File: src/rtl/addsub_cc_pkg.sv
package addsub_cc_pkg;

  // How the carry flag is interpreted on subtract.
  typedef enum logic {
    CONV_INV_BORROW  = 1'b0,  // flag = not-borrow, raw adder carry used
    CONV_TRUE_BORROW = 1'b1   // flag = borrow, inverted on both sides
  } carry_conv_e;

  typedef struct packed {
    logic c;
    logic z;
    logic n;
    logic v;
  } flag_set_t;

endpackage

File: src/rtl/addsub_operand_cond.sv
module addsub_operand_cond
  import addsub_cc_pkg::*;
#(
  parameter int          W    = 8,
  parameter carry_conv_e CONV = CONV_TRUE_BORROW
) (
  input  logic [W-1:0] b_in,
  input  logic         sub,
  input  logic         c_flag,
  output logic [W-1:0] b_eff,
  output logic         c_in
);

  // Subtract is performed as addition of the one's complement.
  assign b_eff = sub ? ~b_in : b_in;

  generate
    if (CONV == CONV_TRUE_BORROW) begin : g_true_borrow
      // The flag holds a borrow: the adder needs its complement.
      assign c_in = sub ? ~c_flag : c_flag;
    end else begin : g_inv_borrow
      // The flag already holds not-borrow: it feeds the adder directly.
      assign c_in = c_flag;
    end
  endgenerate

endmodule

File: src/rtl/addsub_ripple_adder.sv
module addsub_ripple_adder #(
  parameter int W = 8
) (
  input  logic [W-1:0] a,
  input  logic [W-1:0] b,
  input  logic         cin,
  output logic [W-1:0] sum,
  output logic         cout
);

  logic [W:0] cy;

  assign cy[0] = cin;

  genvar i;
  generate
    for (i = 0; i < W; i++) begin : g_bit
      logic p;
      assign p         = a[i] ^ b[i];
      assign sum[i]    = p ^ cy[i];
      assign cy[i+1]   = (a[i] & b[i]) | (cy[i] & p);
    end
  endgenerate

  assign cout = cy[W];

endmodule

File: src/rtl/addsub_flag_eval.sv
module addsub_flag_eval
  import addsub_cc_pkg::*;
#(
  parameter int          W    = 8,
  parameter carry_conv_e CONV = CONV_TRUE_BORROW
) (
  input  logic         sub,
  input  logic         a_msb,
  input  logic         b_eff_msb,
  input  logic [W-1:0] sum,
  input  logic         cout,
  output flag_set_t    nxt
);

  generate
    if (CONV == CONV_TRUE_BORROW) begin : g_true_borrow
      assign nxt.c = sub ? ~cout : cout;
    end else begin : g_inv_borrow
      assign nxt.c = cout;
    end
  endgenerate

  assign nxt.z = ~|sum;
  assign nxt.n = sum[W-1];
  assign nxt.v = (a_msb == b_eff_msb) && (sum[W-1] != a_msb);

endmodule

File: src/rtl/addsub_flag_reg.sv
module addsub_flag_reg
  import addsub_cc_pkg::*;
(
  input  logic      clk,
  input  logic      rst,
  input  logic      flag_we,
  input  logic      clr_carry,
  input  flag_set_t nxt,
  output flag_set_t flags
);

  always_ff @(posedge clk) begin
    if (rst) begin
      flags <= '0;
    end else begin
      if (flag_we) begin
        flags <= nxt;
      end
      if (clr_carry) begin
        flags.c <= 1'b0;
      end
    end
  end

endmodule

File: src/rtl/addsub_cc_unit.sv
module addsub_cc_unit
  import addsub_cc_pkg::*;
#(
  parameter int          W    = 8,
  parameter carry_conv_e CONV = CONV_TRUE_BORROW
) (
  input  logic         clk,
  input  logic         rst,
  input  logic [W-1:0] op_a,
  input  logic [W-1:0] op_b,
  input  logic         op_sub,
  input  logic         flag_we,
  input  logic         clr_carry,
  output logic [W-1:0] result,
  output logic         carry_o,
  output logic         zero_o,
  output logic         neg_o,
  output logic         ovf_o
);

  logic [W-1:0] b_eff;
  logic         c_in;
  logic [W-1:0] sum;
  logic         cout;
  flag_set_t    nxt;
  flag_set_t    flags;

  addsub_operand_cond #(.W(W), .CONV(CONV)) u_cond (
    .b_in   (op_b),
    .sub    (op_sub),
    .c_flag (flags.c),
    .b_eff  (b_eff),
    .c_in   (c_in)
  );

  addsub_ripple_adder #(.W(W)) u_add (
    .a    (op_a),
    .b    (b_eff),
    .cin  (c_in),
    .sum  (sum),
    .cout (cout)
  );

  addsub_flag_eval #(.W(W), .CONV(CONV)) u_eval (
    .sub       (op_sub),
    .a_msb     (op_a[W-1]),
    .b_eff_msb (b_eff[W-1]),
    .sum       (sum),
    .cout      (cout),
    .nxt       (nxt)
  );

  addsub_flag_reg u_flags (
    .clk       (clk),
    .rst       (rst),
    .flag_we   (flag_we),
    .clr_carry (clr_carry),
    .nxt       (nxt),
    .flags     (flags)
  );

  assign result  = sum;
  assign carry_o = flags.c;
  assign zero_o  = flags.z;
  assign neg_o   = flags.n;
  assign ovf_o   = flags.v;

endmodule

File: config.mk
export PLATFORM = sky130hd
export DESIGN_NAME = addsub_cc_unit
export DESIGN_NICKNAME = d
export VERILOG_FILES = /design/src/rtl/addsub_cc_pkg.sv /design/src/rtl/addsub_operand_cond.sv /design/src/rtl/addsub_ripple_adder.sv /design/src/rtl/addsub_flag_eval.sv /design/src/rtl/addsub_flag_reg.sv /design/src/rtl/addsub_cc_unit.sv
export SDC_FILE = /design/constraint.sdc
export NUM_CORES = 1
export LEC_CHECK = 0
export BUFFER_PORTS_ARGS = -buffer_cell sky130_fd_sc_hd__buf_2
export CAP_MARGIN = 20
export CORE_MARGIN = 1.5
export CORE_UTILIZATION = 36
export DETAILED_ROUTE_END_ITERATION = 8
export GPL_TIMING_DRIVEN = 1
export PLACE_DENSITY = 0.85
export SETUP_SLACK_MARGIN = 0.05
export SYNTH_ARGS = -nofsm -noshare
export SYNTH_HDL_FRONTEND = slang
export SYNTH_SLANG_ARGS = --single-unit
File: constraint.sdc
create_clock -name clk -period 5.07 [get_ports clk]
set_clock_uncertainty 0.05 [all_clocks]
set_input_delay 1.014 -clock clk [delete_from_list [all_inputs] [get_ports clk]]
set_output_delay 1.014 -clock clk [all_outputs]
set_load 0.01 [all_outputs]
==> flow_summary.yaml, run 1 <==
timing:
  setup_viol: 1
  worst_pin_slew_ns: 0.275
  setup_tns_ns: -0.254
  fin_crit_sh: 1.05
  maxSlewHeadroom: 0.816
  slew_violations: 0
  fin_crit_ns: 5.32
  fmaxAchievable_ghz: 0.188
  grt_setup_unrepaired: "yes"
  worst_slack_ns: -0.254
  hold_viol: 0
global_route:
  antenna_found_initial: 0
  grt_pass1_vias: 517
  grt_max_degree: 9
  track_usage: 0.195
  grt_pass1_wl_um: 2040
  grt_overflow: 0
cts:
  cts_buffer_depth: 2
  htree_levels: 1
  cts_tree: "yes"
  cts_num_sinks: 4
  clock_latency_ns: 0.23
  tritoncts.num_buffers: 3
  root_buffer: "clkbuf_4"
  cts.clk_slew.worst_paths_ns: 0.04
yosys:
  synthArstFlopShare: 0
  yosysWarnings: 0
  netlist_instances: 53
  synth.top_cell.area_share: 0.314
  synth_area_leaders: "fa_1 (31%), dfxtp_1 (16%), inv_1 (11%)"
  synth_most_common_cell: "inv_1"
  synth_seq_cells: 4
  syn_area_per_cell_um2: 9.61
  yosysSeqAreaShare: 0.157
  synthesis.area_um2: 509
  ys.flop_type: "dfxtp_1"
  yosysTopAreaCell: "fa_1"
  ys_top_cells_by_count: "inv_1 (15), fa_1 (8), xnor2_1 (6)"
  synthesis.nets: 83
  synth_edf_count: 0
  synth.distinct_cells: 18
critical_path:
  endpoint_kind: "output pin"
  critPathRequiredTime_ns: 4.01
  worstSetupPathType: "input port to output pin"
  worstPathArrival_ns: 4.26
  critPathMaxFanout: 3
  crit_path_start_kind: "input port"
detailed_routing:
  wl_per_cell_um: 12.4
  wl_met2_um: 803
  first_pass_iters: 2
  drtAntennaViolNets: 0
  top_layer_used: "met3"
  wl_met3_um: 62
  vias_per_cell: 4.50
  wirelength_um: 1300
  drtIter0Drc: 5
  wl_met1_um: 437
  drc: 0
  vias: 472
placement:
  dpl_cell_area_um2: 709
  dp.cells: 100
  dp_worst_setup_slack_ns: -0.372
  port_buffers: 32
  hpwl_um: 1100
  gp_routability_congestion: 0.831
finish:
  top_regs: "u_flags.flags (4)"
  drive_gt1_frac: 0.600
  largest_register: "u_flags.flags"
  area_growth_pct: 56.8
  design_area_um2: 798
  final_cell_count_no_fill: 105
  nets: 122
  largest_reg_flops: 4
  antenna_cells: 0
power:
  power_density_nw_per_um2: 258
  irDropWorstVdd_uv: 143
  p_leak_nw: 0.408
floorplan:
  rows: 13
  core_area_um2: 1320
  die_area_um2: 1650
  die_w_um: 40.6
  start_util: 0.387
  ios: 33
  die_h_um: 40.6
status:
  violations: "setup timing"
  status: "finished, violations left"
job:
  drv_cap: 0
hold_path:
  hp-class: "register to register"
worst paths after layout:
| check | startpoint | to | slack [ns] | cells past startpoint |
|---|---|---|---|---|
| worst max-delay path | op_sub | result[7] | -0.25 | 15 |
| worst min-delay path | u_flags.flags[2]$_SDFFE_PP0P_ | u_flags.flags[2]$_SDFFE_PP0P_ | 0.43 | 2 |
| worst max register to register | u_flags.flags[3]$_SDFFE_PP0P_ | u_flags.flags[2]$_SDFFE_PP0P_ | 0.73 | 18 |
| worst min register to register | u_flags.flags[2]$_SDFFE_PP0P_ | u_flags.flags[2]$_SDFFE_PP0P_ | 0.43 | 2 |
kinds of logic (layout without fill, tap and decap cells):
family | after synthesis | after routing | share of synthesized area
buffers and inverters | 17 | 54 | 0.147
and+or+nand+nor | 8 | 8 | 0.0958
xor gates and xnor gates | 11 | 11 | 0.189
DFF | 4 | 4 | 0.157
adders and majority gates | 9 | 9 | 0.339
AOI/OAI and AO/OA | 3 | 3 | 0.0516
muxes | 1 | 1 | 0.0197
layout make-up:
type | instances | area [um^2]
inverters | 15 | 56.3
multi-input cells | 32 | 409
flip-flops and latches | 4 | 80.1
clock buffers | 3 | 22.5
fillers | 120 | 519
repair buffers | 36 | 211
well taps | 15 | 18.8
worst max-delay path, stage by stage:
cell and delay (ns):
buf_12 0.12, xor2_4 0.17, fa_2 0.22, inv_2 0.04
fa_2 0.33, fa_2 0.37, fa_2 0.40, inv_2 0.06
fa_2 0.18, inv_2 0.04, fa_2 0.34, fa_2 0.35
inv_2 0.06, fa_1 0.42, buf_2 0.16
per-layer routing:
| layer | up-vias | global-route usage |
|---|---|---|
| met4 | 0 | 0.133 |
| met3 | 0 | 0.0380 |
| met1 | 227 | 0.168 |
| met2 | 18 | 0.389 |
| li1 | 227 | - |
| met5 | - | 0 |
timing repair:
action                     in CTS  in global routing
resized for setup              12                  3
pin swaps                       5                  3
setup buffers                   2                  0
setup endpoints to repair       2                  2
hold buffers                    0                  0
cell usage in the layout, fill, tap and decap left out, drive strengths merged, types with 3 or more instances in the layout:
master,count
buf,36
clkbuf,3
dfxtp,4
fa,8
inv,15
nor2,3
xnor2,6
xor2,5
metrics by stage:
step	hold WS [ns]	power, mW	util
final	0.426	0.206	0.606
after global routing	0.445	0.223	0.606
after CTS	0.425	0.203	0.585
after detailed placement	0.407	0.148	0.538
after global placement	0.410	0.142	0.538
after floorplan	0.433	0.107	-
report_power, final:
group          leakage [nW]  internal (mW)  switching (mW)
registers            0.0327         0.0341         0.00156
logic                 0.361         0.0662          0.0640
clock network        0.0138         0.0265          0.0132
total                 0.408          0.127          0.0788
No activity file was read; power rests on OpenSTA's default activity.
==> run 2, diff against run 1 <==
--- a/config.mk
+++ b/config.mk
@@ -12,6 +12,7 @@
 export DETAILED_ROUTE_END_ITERATION = 8
 export GPL_TIMING_DRIVEN = 1
 export PLACE_DENSITY = 0.85
+export RECOVER_POWER = 100
 export SETUP_SLACK_MARGIN = 0.05
 export SYNTH_ARGS = -nofsm -noshare
 export SYNTH_HDL_FRONTEND = slang
==> run 2 against run 1 <==
The flow still finishes with violations (setup timing). Cell count is the same. Flip-flop and latch count did not move. Wire length rose by 0.31%. Combinational power hardly changed. Maximum frequency barely moved. Critical path type unchanged. Final area decreased by 0.78%. Clock power is essentially flat. Clock-buffer cell count stayed put. Worst setup slack is essentially flat. Largest cell class unchanged. Sequential share of layout area grew 0.079 points. Utilization shrank 0.47 points.
==> flow_summary.yaml, run 2 (same netlist as run 1, synthesis figures left out) <==
job:
  drv_cap: 0
detailed_routing:
  wirelength_um: 1310
  wl_per_cell_um: 12.4
  drtAntennaViolNets: 0
  first_pass_iters: 2
  drtIter0Drc: 8
  vias_per_cell: 4.49
  vias: 471
  drc: 0
floorplan:
  ios: 33
  die_w_um: 40.6
  core_area_um2: 1320
  die_h_um: 40.6
  rows: 13
  start_util: 0.387
  die_area_um2: 1650
cts:
  root_buffer: "clkbuf_4"
  tritoncts.num_buffers: 3
  cts.clk_slew.worst_paths_ns: 0.04
  clock_latency_ns: 0.23
  htree_levels: 1
  cts_tree: "yes"
  cts_num_sinks: 4
  cts_buffer_depth: 2
placement:
  gp_routability_congestion: 0.831
  dpl_cell_area_um2: 709
  dp.cells: 100
  port_buffers: 32
  hpwl_um: 1100
hold_path:
  hp-class: "register to register"
  hold_path_depth: 2
critical_path:
  endpoint_kind: "output pin"
  crit_path_start_kind: "input port"
  r2r_setup_slack_ns: 0.72
  worstPathArrival_ns: 4.26
  r2r.worst_path.cells: 18
  critPathRequiredTime_ns: 4.01
  critPathMaxFanout: 3
  worstSetupPathType: "input port to output pin"
power:
  intPower_uw: 126
  switching_share: 0.386
  irDropWorstVdd_uv: 143
  p_leak_nw: 0.389
  p_switching_uw: 78.9
  p_seq_frac: 0.175
  power_density_nw_per_um2: 258
  clkPwrFrac: 0.194
  combPwrFrac: 0.631
finish:
  final_core_util: 0.601
  nets: 122
  antenna_cells: 0
  largest_register: "u_flags.flags"
  top_regs: "u_flags.flags (4)"
  area_growth_pct: 55.5
  final_cell_count_no_fill: 105
  design_area_um2: 792
  drive_gt1_frac: 0.544
  largest_reg_flops: 4
  final_cell_mix: "buf_2 (25), inv_1 (10), fa_2 (7)"
  final_common_cell: "buf_2"
timing:
  fin_crit_ns: 5.32
  maxSlewHeadroom: 0.816
  setup_viol: 1
  fin_crit_sh: 1.05
  worst_slack_ns: -0.254
  hold_viol: 0
  slew_violations: 0
  fmaxAchievable_ghz: 0.188
  grt_setup_unrepaired: "yes"
  worst_pin_slew_ns: 0.275
global_route:
  grt_overflow: 0
  grt_max_degree: 9
  track_usage: 0.195
  antenna_found_initial: 0
  grt_pass1_wl_um: 2040
  grt_pass1_vias: 517
status:
  status: "finished, violations left"
  violations: "setup timing"
[run 2: critical path, stage by stage]
cell and delay, ns:
buf_12 0.12, xor2_4 0.17, fa_2 0.22, inv_2 0.04, fa_2 0.33, fa_2 0.37, fa_2 0.40, inv_2 0.06
fa_2 0.18, inv_2 0.04, fa_2 0.34, fa_2 0.35, inv_2 0.06, fa_1 0.42, buf_2 0.16
[run 2: what timing repair did]
item	CTS	global route
hold buffers	0	0
hold endpoints to repair	0	0
resized for setup	12	3
setup endpoints to repair	2	2
setup buffers	2	0
pin swaps	5	3
[run 2: worst paths after layout]
check / startpoint / end
worst max-delay path: op_sub / result[7]
worst min-delay path: u_flags.flags[2]$_SDFFE_PP0P_ / u_flags.flags[2]$_SDFFE_PP0P_
worst max register to register: u_flags.flags[3]$_SDFFE_PP0P_ / u_flags.flags[2]$_SDFFE_PP0P_
worst min register to register: u_flags.flags[2]$_SDFFE_PP0P_ / u_flags.flags[2]$_SDFFE_PP0P_
[run 2: cell type report]
cell class / count / area (um^2)
fill: 124 / 526
tap: 15 / 18.8
multi-input combinational: 32 / 409
timing repair buffer: 36 / 205
sequential: 4 / 80.1
clock buffer: 3 / 22.5
inverter: 15 / 56.3
[run 2: metrics by stage]
step / setup WS (ns) / TNS (ns) / power, mW / hold WS, ns
6_report: -0.254 / -0.254 / 0.205 / 0.427
5_1_grt: -0.378 / -0.453 / 0.222 / 0.447
4_1_cts: -0.274 / -0.274 / 0.203 / 0.425
2_1_floorplan: -0.173 / -0.173 / 0.107 / 0.433
3_5_place_dp: -0.372 / -0.407 / 0.148 / 0.407
3_3_place_gp: -0.209 / -0.209 / 0.142 / 0.410
[run 2: power groups by stage]
| stage | Combinational, mW | Sequential, mW | Clock (mW) |
|---|---|---|---|
| 6_report | 0.129 | 0.0358 | 0.0397 |
| 5_1_grt | 0.142 | 0.0359 | 0.0435 |
| 3_3_place_gp | 0.106 | 0.0360 | 0 |
| 4_1_cts | 0.127 | 0.0355 | 0.0407 |
| 2_1_floorplan | 0.0693 | 0.0372 | 0 |
| 3_5_place_dp | 0.112 | 0.0360 | 0 |
[run 2: metal layers]
| layer | vias to the layer above | global-route usage | part of all wire |
|---|---|---|---|
| met2 | 18 | 0.389 | 0.61 |
| met4 | 0 | 0.133 | 0 |
| li1 | 227 | - | - |
| met1 | 226 | 0.168 | 0.34 |
| met5 | - | 0 | 0 |
| met3 | 0 | 0.0380 | 0.049 |
